## src/rtl/dsadc_pkg.sv

```systemverilog
package dsadc_pkg;
   typedef enum logic [1:0] {
      ST_IDLE   = 2'd0,
      ST_INTEG  = 2'd1,
      ST_DEINT  = 2'd2,
      ST_SETTLE = 2'd3
   } dsadc_state_e;
endpackage

```

## src/rtl/dsadc_sync.sv

```systemverilog
// Multi-stage synchronizer for an asynchronous level input.
module dsadc_sync #(
   parameter int STAGES = 2
) (
   input  logic clk_i,
   input  logic rst_ni,
   input  logic d_i,
   output logic q_o
);
   if (STAGES < 1) begin : g_bad_stages
      $error("dsadc_sync: STAGES must be at least 1");
   end

   logic [STAGES-1:0] chain_q;

   if (STAGES == 1) begin : g_one
      always_ff @(posedge clk_i or negedge rst_ni) begin
         if (!rst_ni) chain_q <= '0;
         else         chain_q <= d_i;
      end
   end else begin : g_many
      always_ff @(posedge clk_i or negedge rst_ni) begin
         if (!rst_ni) chain_q <= '0;
         else         chain_q <= {chain_q[STAGES-2:0], d_i};
      end
   end

   assign q_o = chain_q[STAGES-1];
endmodule

```

## src/rtl/dsadc_tick.sv

```systemverilog
// Tick generator: one pulse every DIV clocks, phase restarted by clr_i.
module dsadc_tick #(
   parameter int DIV = 2
) (
   input  logic clk_i,
   input  logic rst_ni,
   input  logic clr_i,
   output logic tick_o
);
   if (DIV < 1) begin : g_bad_div
      $error("dsadc_tick: DIV must be at least 1");
   end

   if (DIV == 1) begin : g_every
      logic unused_in;
      assign unused_in = ^{clk_i, rst_ni, clr_i};
      assign tick_o    = 1'b1;
   end else begin : g_div
      localparam int PW = $clog2(DIV);
      logic [PW-1:0] phase_q;
      assign tick_o = (phase_q == PW'(DIV - 1));
      always_ff @(posedge clk_i or negedge rst_ni) begin
         if (!rst_ni)     phase_q <= '0;
         else if (clr_i)  phase_q <= '0;
         else if (tick_o) phase_q <= '0;
         else             phase_q <= phase_q + 1'b1;
      end
   end
endmodule

```

## src/rtl/dsadc_counter.sv

```systemverilog
// Plain up-counter with synchronous clear and enable.
module dsadc_counter #(
   parameter int W = 16
) (
   input  logic         clk_i,
   input  logic         rst_ni,
   input  logic         clr_i,
   input  logic         en_i,
   output logic [W-1:0] cnt_o
);
   if (W < 1) begin : g_bad_w
      $error("dsadc_counter: W must be at least 1");
   end

   always_ff @(posedge clk_i or negedge rst_ni) begin
      if (!rst_ni)    cnt_o <= '0;
      else if (clr_i) cnt_o <= '0;
      else if (en_i)  cnt_o <= cnt_o + 1'b1;
   end
endmodule

```

## src/rtl/dslope_adc_ctrl.sv

```systemverilog
module dslope_adc_ctrl
   import dsadc_pkg::*;
#(
   parameter int CNT_W       = 16,
   parameter int GAP_W       = 8,
   parameter int PRESCALE    = 2,
   parameter int SYNC_STAGES = 2
) (
   input  logic             clk_i,
   input  logic             rst_ni,
   input  logic             start_i,
   input  logic [CNT_W-1:0] int_period_i,
   input  logic [CNT_W-1:0] max_count_i,
   input  logic [GAP_W-1:0] gap_i,
   input  logic             comp_i,
   output logic             sel_ref_o,
   output logic             done_o,
   output logic [CNT_W-1:0] result_o,
   output logic             overrange_o
);
   localparam int CW1 = CNT_W + 1;
   localparam int GW1 = GAP_W + 1;

   if (CNT_W < 2) begin : g_bad_cnt
      $error("dslope_adc_ctrl: CNT_W must be at least 2");
   end
   if (GAP_W < 1) begin : g_bad_gap
      $error("dslope_adc_ctrl: GAP_W must be at least 1");
   end

   dsadc_state_e state_q, state_d;
   logic         comp_s;
   logic         tick;
   logic [CNT_W-1:0] phase_cnt, meas_cnt;
   logic [GAP_W-1:0] gap_cnt;
   logic         integ_last, settle_last, at_max, meas_end, sat_end;

   dsadc_sync #(.STAGES(SYNC_STAGES)) i_sync (
      .clk_i (clk_i), .rst_ni(rst_ni), .d_i(comp_i), .q_o(comp_s)
   );

   dsadc_tick #(.DIV(PRESCALE)) i_tick (
      .clk_i (clk_i), .rst_ni(rst_ni),
      .clr_i (state_d != state_q), .tick_o(tick)
   );

   dsadc_counter #(.W(CNT_W)) i_phase_cnt (
      .clk_i (clk_i), .rst_ni(rst_ni),
      .clr_i (state_q != ST_INTEG),
      .en_i  (tick),
      .cnt_o (phase_cnt)
   );

   dsadc_counter #(.W(CNT_W)) i_meas_cnt (
      .clk_i (clk_i), .rst_ni(rst_ni),
      .clr_i (state_q != ST_DEINT),
      .en_i  (tick && comp_s && !at_max),
      .cnt_o (meas_cnt)
   );

   dsadc_counter #(.W(GAP_W)) i_gap_cnt (
      .clk_i (clk_i), .rst_ni(rst_ni),
      .clr_i (state_q != ST_SETTLE),
      .en_i  (1'b1),
      .cnt_o (gap_cnt)
   );

   assign integ_last  = tick && ((CW1'(phase_cnt) + 1'b1) >= CW1'(int_period_i));
   assign settle_last = (GW1'(gap_cnt) + 1'b1) >= GW1'(gap_i);
   assign at_max      = (meas_cnt == max_count_i);
   assign meas_end    = !comp_s;
   assign sat_end     = comp_s && at_max;

   always_comb begin
      state_d = state_q;
      unique case (state_q)
         ST_IDLE:   if (start_i)              state_d = ST_INTEG;
         ST_INTEG:  if (integ_last)           state_d = ST_DEINT;
         ST_DEINT:  if (meas_end || sat_end)  state_d = ST_SETTLE;
         ST_SETTLE: if (settle_last)          state_d = ST_IDLE;
         default:                             state_d = ST_IDLE;
      endcase
   end

   always_ff @(posedge clk_i or negedge rst_ni) begin
      if (!rst_ni) begin
         state_q     <= ST_IDLE;
         done_o      <= 1'b0;
         result_o    <= '0;
         overrange_o <= 1'b0;
      end else begin
         state_q <= state_d;
         done_o  <= 1'b0;
         if (state_q == ST_DEINT) begin
            if (meas_end) begin
               result_o    <= meas_cnt;
               overrange_o <= 1'b0;
               done_o      <= 1'b1;
            end else if (sat_end) begin
               result_o    <= max_count_i;
               overrange_o <= 1'b1;
               done_o      <= 1'b1;
            end
         end
      end
   end

   assign sel_ref_o = (state_q == ST_DEINT);
endmodule

```

## config.mk

```make
export PLATFORM = sky130hd
export DESIGN_NAME = dslope_adc_ctrl
export DESIGN_NICKNAME = d
export VERILOG_FILES = /design/src/rtl/dsadc_pkg.sv /design/src/rtl/dsadc_sync.sv /design/src/rtl/dsadc_tick.sv /design/src/rtl/dsadc_counter.sv /design/src/rtl/dslope_adc_ctrl.sv
export SDC_FILE = /design/constraint.sdc
export NUM_CORES = 1
export LEC_CHECK = 0
export CAP_MARGIN = 10
export CORE_AREA = 2 2 90 92
export CTS_CLUSTER_DIAMETER = 150
export DETAILED_ROUTE_END_ITERATION = 8
export DIE_AREA = 0 0 92 94
export PLACE_DENSITY = 0.78
export SLEW_MARGIN = 20
export SYNTH_ARGS = -nofsm -noshare
export SYNTH_HDL_FRONTEND = slang
export SYNTH_SLANG_ARGS = --single-unit
```

## constraint.sdc

```tcl
create_clock -name clk_i -period 3.4 [get_ports clk_i]
set_input_delay 0.68 -clock clk_i [delete_from_list [all_inputs] [get_ports clk_i]]
set_output_delay 0.68 -clock clk_i [all_outputs]
set_load 0.01 [all_outputs]
```

**After elaboration in Yosys (flattened, before gate mapping)**

Cells that the tools add are included.

- Add/sub/neg operators: 6
- Multipliers: 0
- Divide/modulo/power cells: 0
- Order comparisons: 2
- Equality and inequality tests: 9
- Shift-type cells: 0
- Multiplexer cells: 19
- Bitwise logic cells: 0
- Reductions and logical operators: 11

Operators by type and width:

| kind | count |
|---|---|
| $mux W16 | 6 |
| $add A16 B1 Y16 const B | 2 |
| $add A16 B1 Y17 const B | 1 |
| $ge A17 B16 Y1 | 1 |
| $eq A16 B16 Y1 | 1 |
| $add A8 B1 Y9 const B | 1 |
| $ge A9 B8 Y1 | 1 |
| $add A8 B1 Y8 const B | 1 |
| $mux W2 | 4 |
| $mux W8 | 1 |
| $pmux W2 S4 | 1 |
| $mux W1 | 7 |
| $ne A2 B2 Y1 const B | 3 |
| $eq A2 B2 Y1 const B | 2 |
| $logic_and A1 B1 Y1 | 4 |
| $reduce_bool A2 Y1 | 2 |
| $eq A2 B1 Y1 const B | 1 |
| $logic_not A1 Y1 | 2 |
| $logic_not A2 Y1 | 1 |
| $ne A2 B1 Y1 const B | 1 |
| $ne A2 B2 Y1 | 1 |
| $reduce_and A2 Y1 | 1 |
| $add A1 B1 Y1 const B | 1 |
| $logic_or A1 B1 Y1 | 1 |

- Bits in registers: 63
- Latch bits: 0
- RAM bits: 0
- Bits in read-only memories: 0
- Input bits: 44
- Output and inout bits: 19
- Word-level logic and storage cells: 56
- Memories: 0

**Depth between registers and ports, before layout**

- Word-level depth: 7
- Mapped depth: 13
- Mapped depth without buffers: 13

**Modules after synthesis**

Synthesis repeated with hierarchy kept, for this count alone.

- Cell total of the unflattened synthesis: 459
- Area, all modules: 4411.7 um^2

By module, submodules not included:

| module | times used | cells an instance | area an instance (um^2) | seq. area each (um^2) |
|---|---|---|---|---|
| dslope_adc_ctrl | 1 | 254 | 2192.1 | 500.5 |
| dsadc_counter (i_meas_cnt ...) | 2 | 82 | 872.1 | 400.4 |
| dsadc_counter (i_gap_cnt) | 1 | 37 | 396.6 | 200.2 |
| dsadc_sync | 1 | 2 | 50.0 | 50.0 |
| dsadc_tick | 1 | 2 | 28.8 | 25.0 |

**Least setup slack after synthesis**

Ideal clock, no wire load.

- Path kind: flip-flop to flip-flop
- Start point: register i_phase_cnt.cnt_o[0]
- End point: register state_q[1]
- Setup time: 0.131 ns
- Arrival time: 2.615 ns
- Required time: 3.269 ns
- Path slack: 0.654 ns
- Cell stages (with the launch flop): 14
- Path buffers: 1
- Period minus slack after synthesis: 2.746 ns
- Path through: dfrtp_1 ha_1 and3_1 and3_1 clkbuf_1 nand3_1 xnor2_1 ha_1 and4_1 a21oi_1 nand3_1 o21ai_1 a21oi_1 or3_1

- Word-level cells in the longest chain between the ends: 5

Ends and longest elaborated chain:

| item | RTL line | RTL |
|---|---|---|
| start, declared | dsadc_counter.sv:9 | `output logic [W-1:0] cnt_o` |
| start signal, assigned | dsadc_counter.sv:18 | `else if (en_i) cnt_o <= cnt_o + 1'b1;` |
| $add A16 B1 Y17 | dslope_adc_ctrl.sv:68 | `assign integ_last = tick && ((CW1'(phase_cnt) + 1'b1) >= CW1'(int_period_i));` |
| $ge A17 B16 Y1 | dslope_adc_ctrl.sv:68 |  |
| $logic_and A1 B1 Y1 | dslope_adc_ctrl.sv:68 |  |
| $mux W2 | dslope_adc_ctrl.sv:78 | `ST_INTEG: if (integ_last) state_d = ST_DEINT;` |
| $pmux W2 S4 | dslope_adc_ctrl.sv:76 | `unique case (state_q)` |
| named net state_d[1] | dslope_adc_ctrl.sv:31 | `dsadc_state_e state_q, state_d;` |
| end signal, assigned | dslope_adc_ctrl.sv:92 | `state_q <= state_d;` |
| end, declared | dslope_adc_ctrl.sv:31 |  |

The timed path passes the listed nets, and every way through them passes these cells.
A chain may end at the register's enable or synchronous reset.

**Worst setup path in the final report**

Same ends and word-level chain as after synthesis.

==> impl_results.rst <==
.. list-table::
   :header-rows: 1

   * - Metric
     - Value
   * - Status
     - completed
   * - Post-layout minimum cycle time
     - 3.05 ns
   * - Buffers added on ports
     - between 60 and 70
   * - Post-synthesis simple-gate area fraction
     - a little under a fifth
   * - Total overflow reported by the global router
     - 0
   * - Classification of the worst-slack hold path
     - register to register
   * - First-pass GRT wire length
     - about 14 mm
   * - CTS tree
     - built
   * - Antenna diode count
     - 0
   * - Maximum ir drop on the vdd rail
     - approximately 0.33 mV
   * - Share of the synthesized area in compound gates (AO/OA/AOI/OAI)
     - under 10%
   * - Maximum fanout count along the critical path
     - 6
   * - Most common cell in the netlist
     - sky130_fd_sc_hd__dfrtp_1
   * - Total power of the final layout
     - between 2 and 2.5 mW
   * - Sum of routed wire length over all layers
     - 8.08 mm
   * - Syn avg cell area
     - 9.72 um^2
   * - Via count normalized by instance count
     - between 5 and 6
   * - Share of cell area taken by muxes after synthesis
     - 4.26%
   * - Detailed-route via count
     - just over 3k
   * - Synthesis-to-layout area growth
     - 20.9%
   * - Cell variety after synth
     - 47
   * - Num ports
     - 63
   * - Y dimension of the die
     - approximately 94 um
   * - Violation count after the first detailed-routing iteration
     - approximately 160
   * - Detailed-routing iteration count for the pre-antenna-repair pass
     - 4
   * - Most used DFF post-synth
     - sky130_fd_sc_hd__dfrtp_1
   * - Antenna violation net count after detailed routing
     - 0
   * - Worst Slack Setup Final
     - 0.349 ns
   * - Die extent in x
     - between 90 and 100 um
   * - Latest clock arrival within the worst-skew pair
     - 0.33 ns
   * - Number of fill cells in the layout
     - ~640
   * - Crit path DAT
     - 3.26 ns
   * - Core region area
     - ~0.0076 mm^2
   * - Worst setup EP type
     - register
   * - Final HPWL DP
     - between 5 and 6 mm
   * - DRC violation count after routing
     - 0
   * - Share of the core filled with cells in the final layout
     - 63.5%
   * - Synth Warn #
     - 0
   * - Count of state elements after synthesis
     - 63
   * - Post-Syn Nets
     - ~480
   * - Cell type with the largest total area after synthesis
     - sky130_fd_sc_hd__dfrtp_1
   * - Worst slew margin relative to its limit
     - between 40% and 50%
   * - Pre-CTS WS
     - between 0.3 and 0.4 ns
   * - CTS sink count
     - between 60 and 70
   * - Flip-flop and latch area
     - about 0.0016 mm^2
   * - Netlist area before placement
     - 0.00400 mm^2
   * - Required arrival time at the worst endpoint
     - 3.61 ns
   * - CTS Root Buffer Type
     - sky130_fd_sc_hd__clkbuf_8
   * - Worst-case clock buffer depth
     - 2
   * - Final setup fails
     - 0
   * - Top post-synthesis cells by count
     - 63 x sky130_fd_sc_hd__dfrtp_1, 39 x sky130_fd_sc_hd__nor2_1, 37 x sky130_fd_sc_hd__nand2_1
   * - Number of nets in the layout
     - about 540
   * - Startpoint class of the critical path
     - register
   * - Cell types occupying the most area after synthesis
     - sky130_fd_sc_hd__dfrtp_1 39%, sky130_fd_sc_hd__ha_1 8.5%, sky130_fd_sc_hd__xor2_1 7.9%
   * - Total routing resource utilization after global routing
     - between 20% and 30%
   * - Worst-case clock skew
     - approximately 0.0097 ns
   * - Post-CTS setup buffers
     - 0
   * - Async S/R FF share, synth
     - 100%
   * - Leakage dissipation
     - around 2.3 nW
   * - Via count of the first global-routing pass
     - between 3k and 4k
   * - Total negative setup slack
     - 0 ns
   * - Synth Area in Adders
     - 8.46%
   * - Cts-stage hold buffer count
     - 0
   * - Average wire per cell in the routed design
     - roughly 14 um
   * - Worst-margin pin slew
     - about 0.79 ns
   * - Fin crit share
     - about nine tenths
   * - Layout cell share with drive strength beyond 1
     - 9.05%
   * - Area used by multi-input combinational logic
     - between 0.002 and 0.0025 mm^2
   * - Max-Cap Viols
     - 0
   * - Number of enable-type register cells in the synthesized netlist
     - 0
   * - Maximum number of pins on one net before global-route repair
     - 64
   * - Initial core utilization
     - 52.5%
   * - RSZ-0062 raised after global routing
     - false
   * - Share of the yosys chip area belonging to registers
     - approximately 39%
   * - RePlAce Congestion
     - slightly below 0.9
   * - Top achievable clock speed
     - 328 MHz
   * - Number of placement rows
     - 32
   * - Cell area power density
     - 433 mW/mm^2
   * - Die Outline Area
     - 0.00865 mm^2
   * - Count of final max-slew check failures
     - 0
   * - Number of hold-slack violations in the final timing report
     - 0
   * - Fraction of synthesized cell area in xor and xnor cells
     - 14.4%
   * - Fin Hold WS
     - 0.352 ns
   * - Syn Inst Count
     - around 410
   * - Clock-pin slew on the worst setup and hold paths
     - 0.07 ns
   * - Fraction of post-synthesis cell area in the top cell type by area
     - about two fifths
   * - Dominant combinational cell family by area after synthesis
     - simple AND/OR/NAND/NOR gates
   * - CTS-repair resized insts
     - 0
   * - H-tree lvl count
     - 3
   * - Critical setup path kind
     - register to register
   * - Clock buffers created by TritonCTS
     - 9
   * - Initial antenna violation count
     - 0
final cells by class:
class | count | area share [%]
Tap cell | 102 | 2.64
Timing Repair Buffer | 66 | 13.4
Clock inverter | 3 | 0.363
Clock buffer | 13 | 3.29
Multi-Input combinational cell | 303 | 45.6
Sequential cell | 63 | 32.6
Inverter | 27 | 2.10
power breakdown:
part | total [mW] | internal [mW] | switching (mW)
sequential | 0.966 | 0.847 | 0.119
clock | 0.578 | 0.302 | 0.275
combinational | 0.548 | 0.293 | 0.255
registers in the layout, summed over array words and instances, names as in the netlist:
signal / count
done_o: 1
i_gap_cnt.cnt_o: 8
i_meas_cnt.cnt_o: 16
i_phase_cnt.cnt_o: 16
i_sync.chain_q: 2
i_tick.tick_o: 1
overrange_o: 1
result_o: 16
state_q: 2
worst paths after layout:
check,slack [ns],cells past startpoint,end,startpoint
hold reg to reg,0.35,0,i_sync.chain_q[1],i_sync.chain_q[0]
setup / recovery,0.35,13,state_q[1],i_phase_cnt.cnt_o[0]
min in group asynchronous,0.52,2,result_o[15],rst_ni
max in group asynchronous,2.38,2,i_phase_cnt.cnt_o[15],rst_ni
hold / removal,0.35,0,i_sync.chain_q[1],i_sync.chain_q[0]
setup reg to reg,0.35,13,state_q[1],i_phase_cnt.cnt_o[0]
layer usage:
metal	GRT usage, %	vias up	share of wire (%)
li1	-	1528	-
met1	27.1	1446	47
met2	33.3	65	46
met3	4.25	13	4.2
met4	8.46	0	1.9
met5	0	-	0
logic make-up (layout without fill, tap and decap cells):
family | count (synthesis) | in the layout
and+or+nand+nor | 147 | 147
adders and majority gates | 27 | 27
AOI/OAI and AO/OA | 47 | 47
muxes | 17 | 17
xor gates and xnor gates | 65 | 65
DFF | 63 | 63
buffers and inverters | 45 | 109
cell usage in the layout (no fill, tap or decap), types with 2 or more instances in the layout:
cell and count:
sky130_fd_sc_hd__clkbuf_8 11, sky130_fd_sc_hd__mux2i_1 17, sky130_fd_sc_hd__nor2b_1 6, sky130_fd_sc_hd__and3_1 8, sky130_fd_sc_hd__buf_4 4, sky130_fd_sc_hd__o21ai_2 14
sky130_fd_sc_hd__a21o_1 3, sky130_fd_sc_hd__clkinv_2 2, sky130_fd_sc_hd__nand2_1 37, sky130_fd_sc_hd__o211ai_1 2, sky130_fd_sc_hd__clkdlybuf4s50_1 61, sky130_fd_sc_hd__and2_1 4
sky130_fd_sc_hd__a21oi_1 8, sky130_fd_sc_hd__o21ai_1 3, sky130_fd_sc_hd__and4_1 7, sky130_fd_sc_hd__nor2_1 39, sky130_fd_sc_hd__a211o_1 2, sky130_fd_sc_hd__nand3_1 20
sky130_fd_sc_hd__nand2b_1 2, sky130_fd_sc_hd__clkbuf_1 2, sky130_fd_sc_hd__inv_1 27, sky130_fd_sc_hd__dfrtp_1 63, sky130_fd_sc_hd__o21ai_0 2, sky130_fd_sc_hd__nand4_2 2
sky130_fd_sc_hd__xnor2_1 28, sky130_fd_sc_hd__xor2_1 36, sky130_fd_sc_hd__ha_1 27, sky130_fd_sc_hd__nand4_1 16
stage by stage:
| stage | area (um^2) | cells |
|---|---|---|
| 2_1_floorplan | 4000 | 411 |
| 3_3_place_gp | 4650 | 561 |
| 3_5_place_dp | 4650 | 561 |
| 4_1_cts | 4830 | 577 |
| 5_1_grt | 4830 | 577 |
| 6_report | 4830 | 577 |
worst max-delay path, stage by stage (launching register included):
cell and delay [ns]:
sky130_fd_sc_hd__dfrtp_1 0.44, sky130_fd_sc_hd__ha_1 0.24, sky130_fd_sc_hd__and3_1 0.27, sky130_fd_sc_hd__nand4_2 0.17
sky130_fd_sc_hd__nor2_1 0.28, sky130_fd_sc_hd__nand3_1 0.13, sky130_fd_sc_hd__xnor2_1 0.15, sky130_fd_sc_hd__ha_1 0.31
sky130_fd_sc_hd__a21o_1 0.16, sky130_fd_sc_hd__a21oi_1 0.18, sky130_fd_sc_hd__o41ai_2 0.09, sky130_fd_sc_hd__nand2_1 0.11
sky130_fd_sc_hd__a21oi_1 0.08, sky130_fd_sc_hd__or3_1 0.33
No activity file was read; power rests on OpenSTA's default activity.
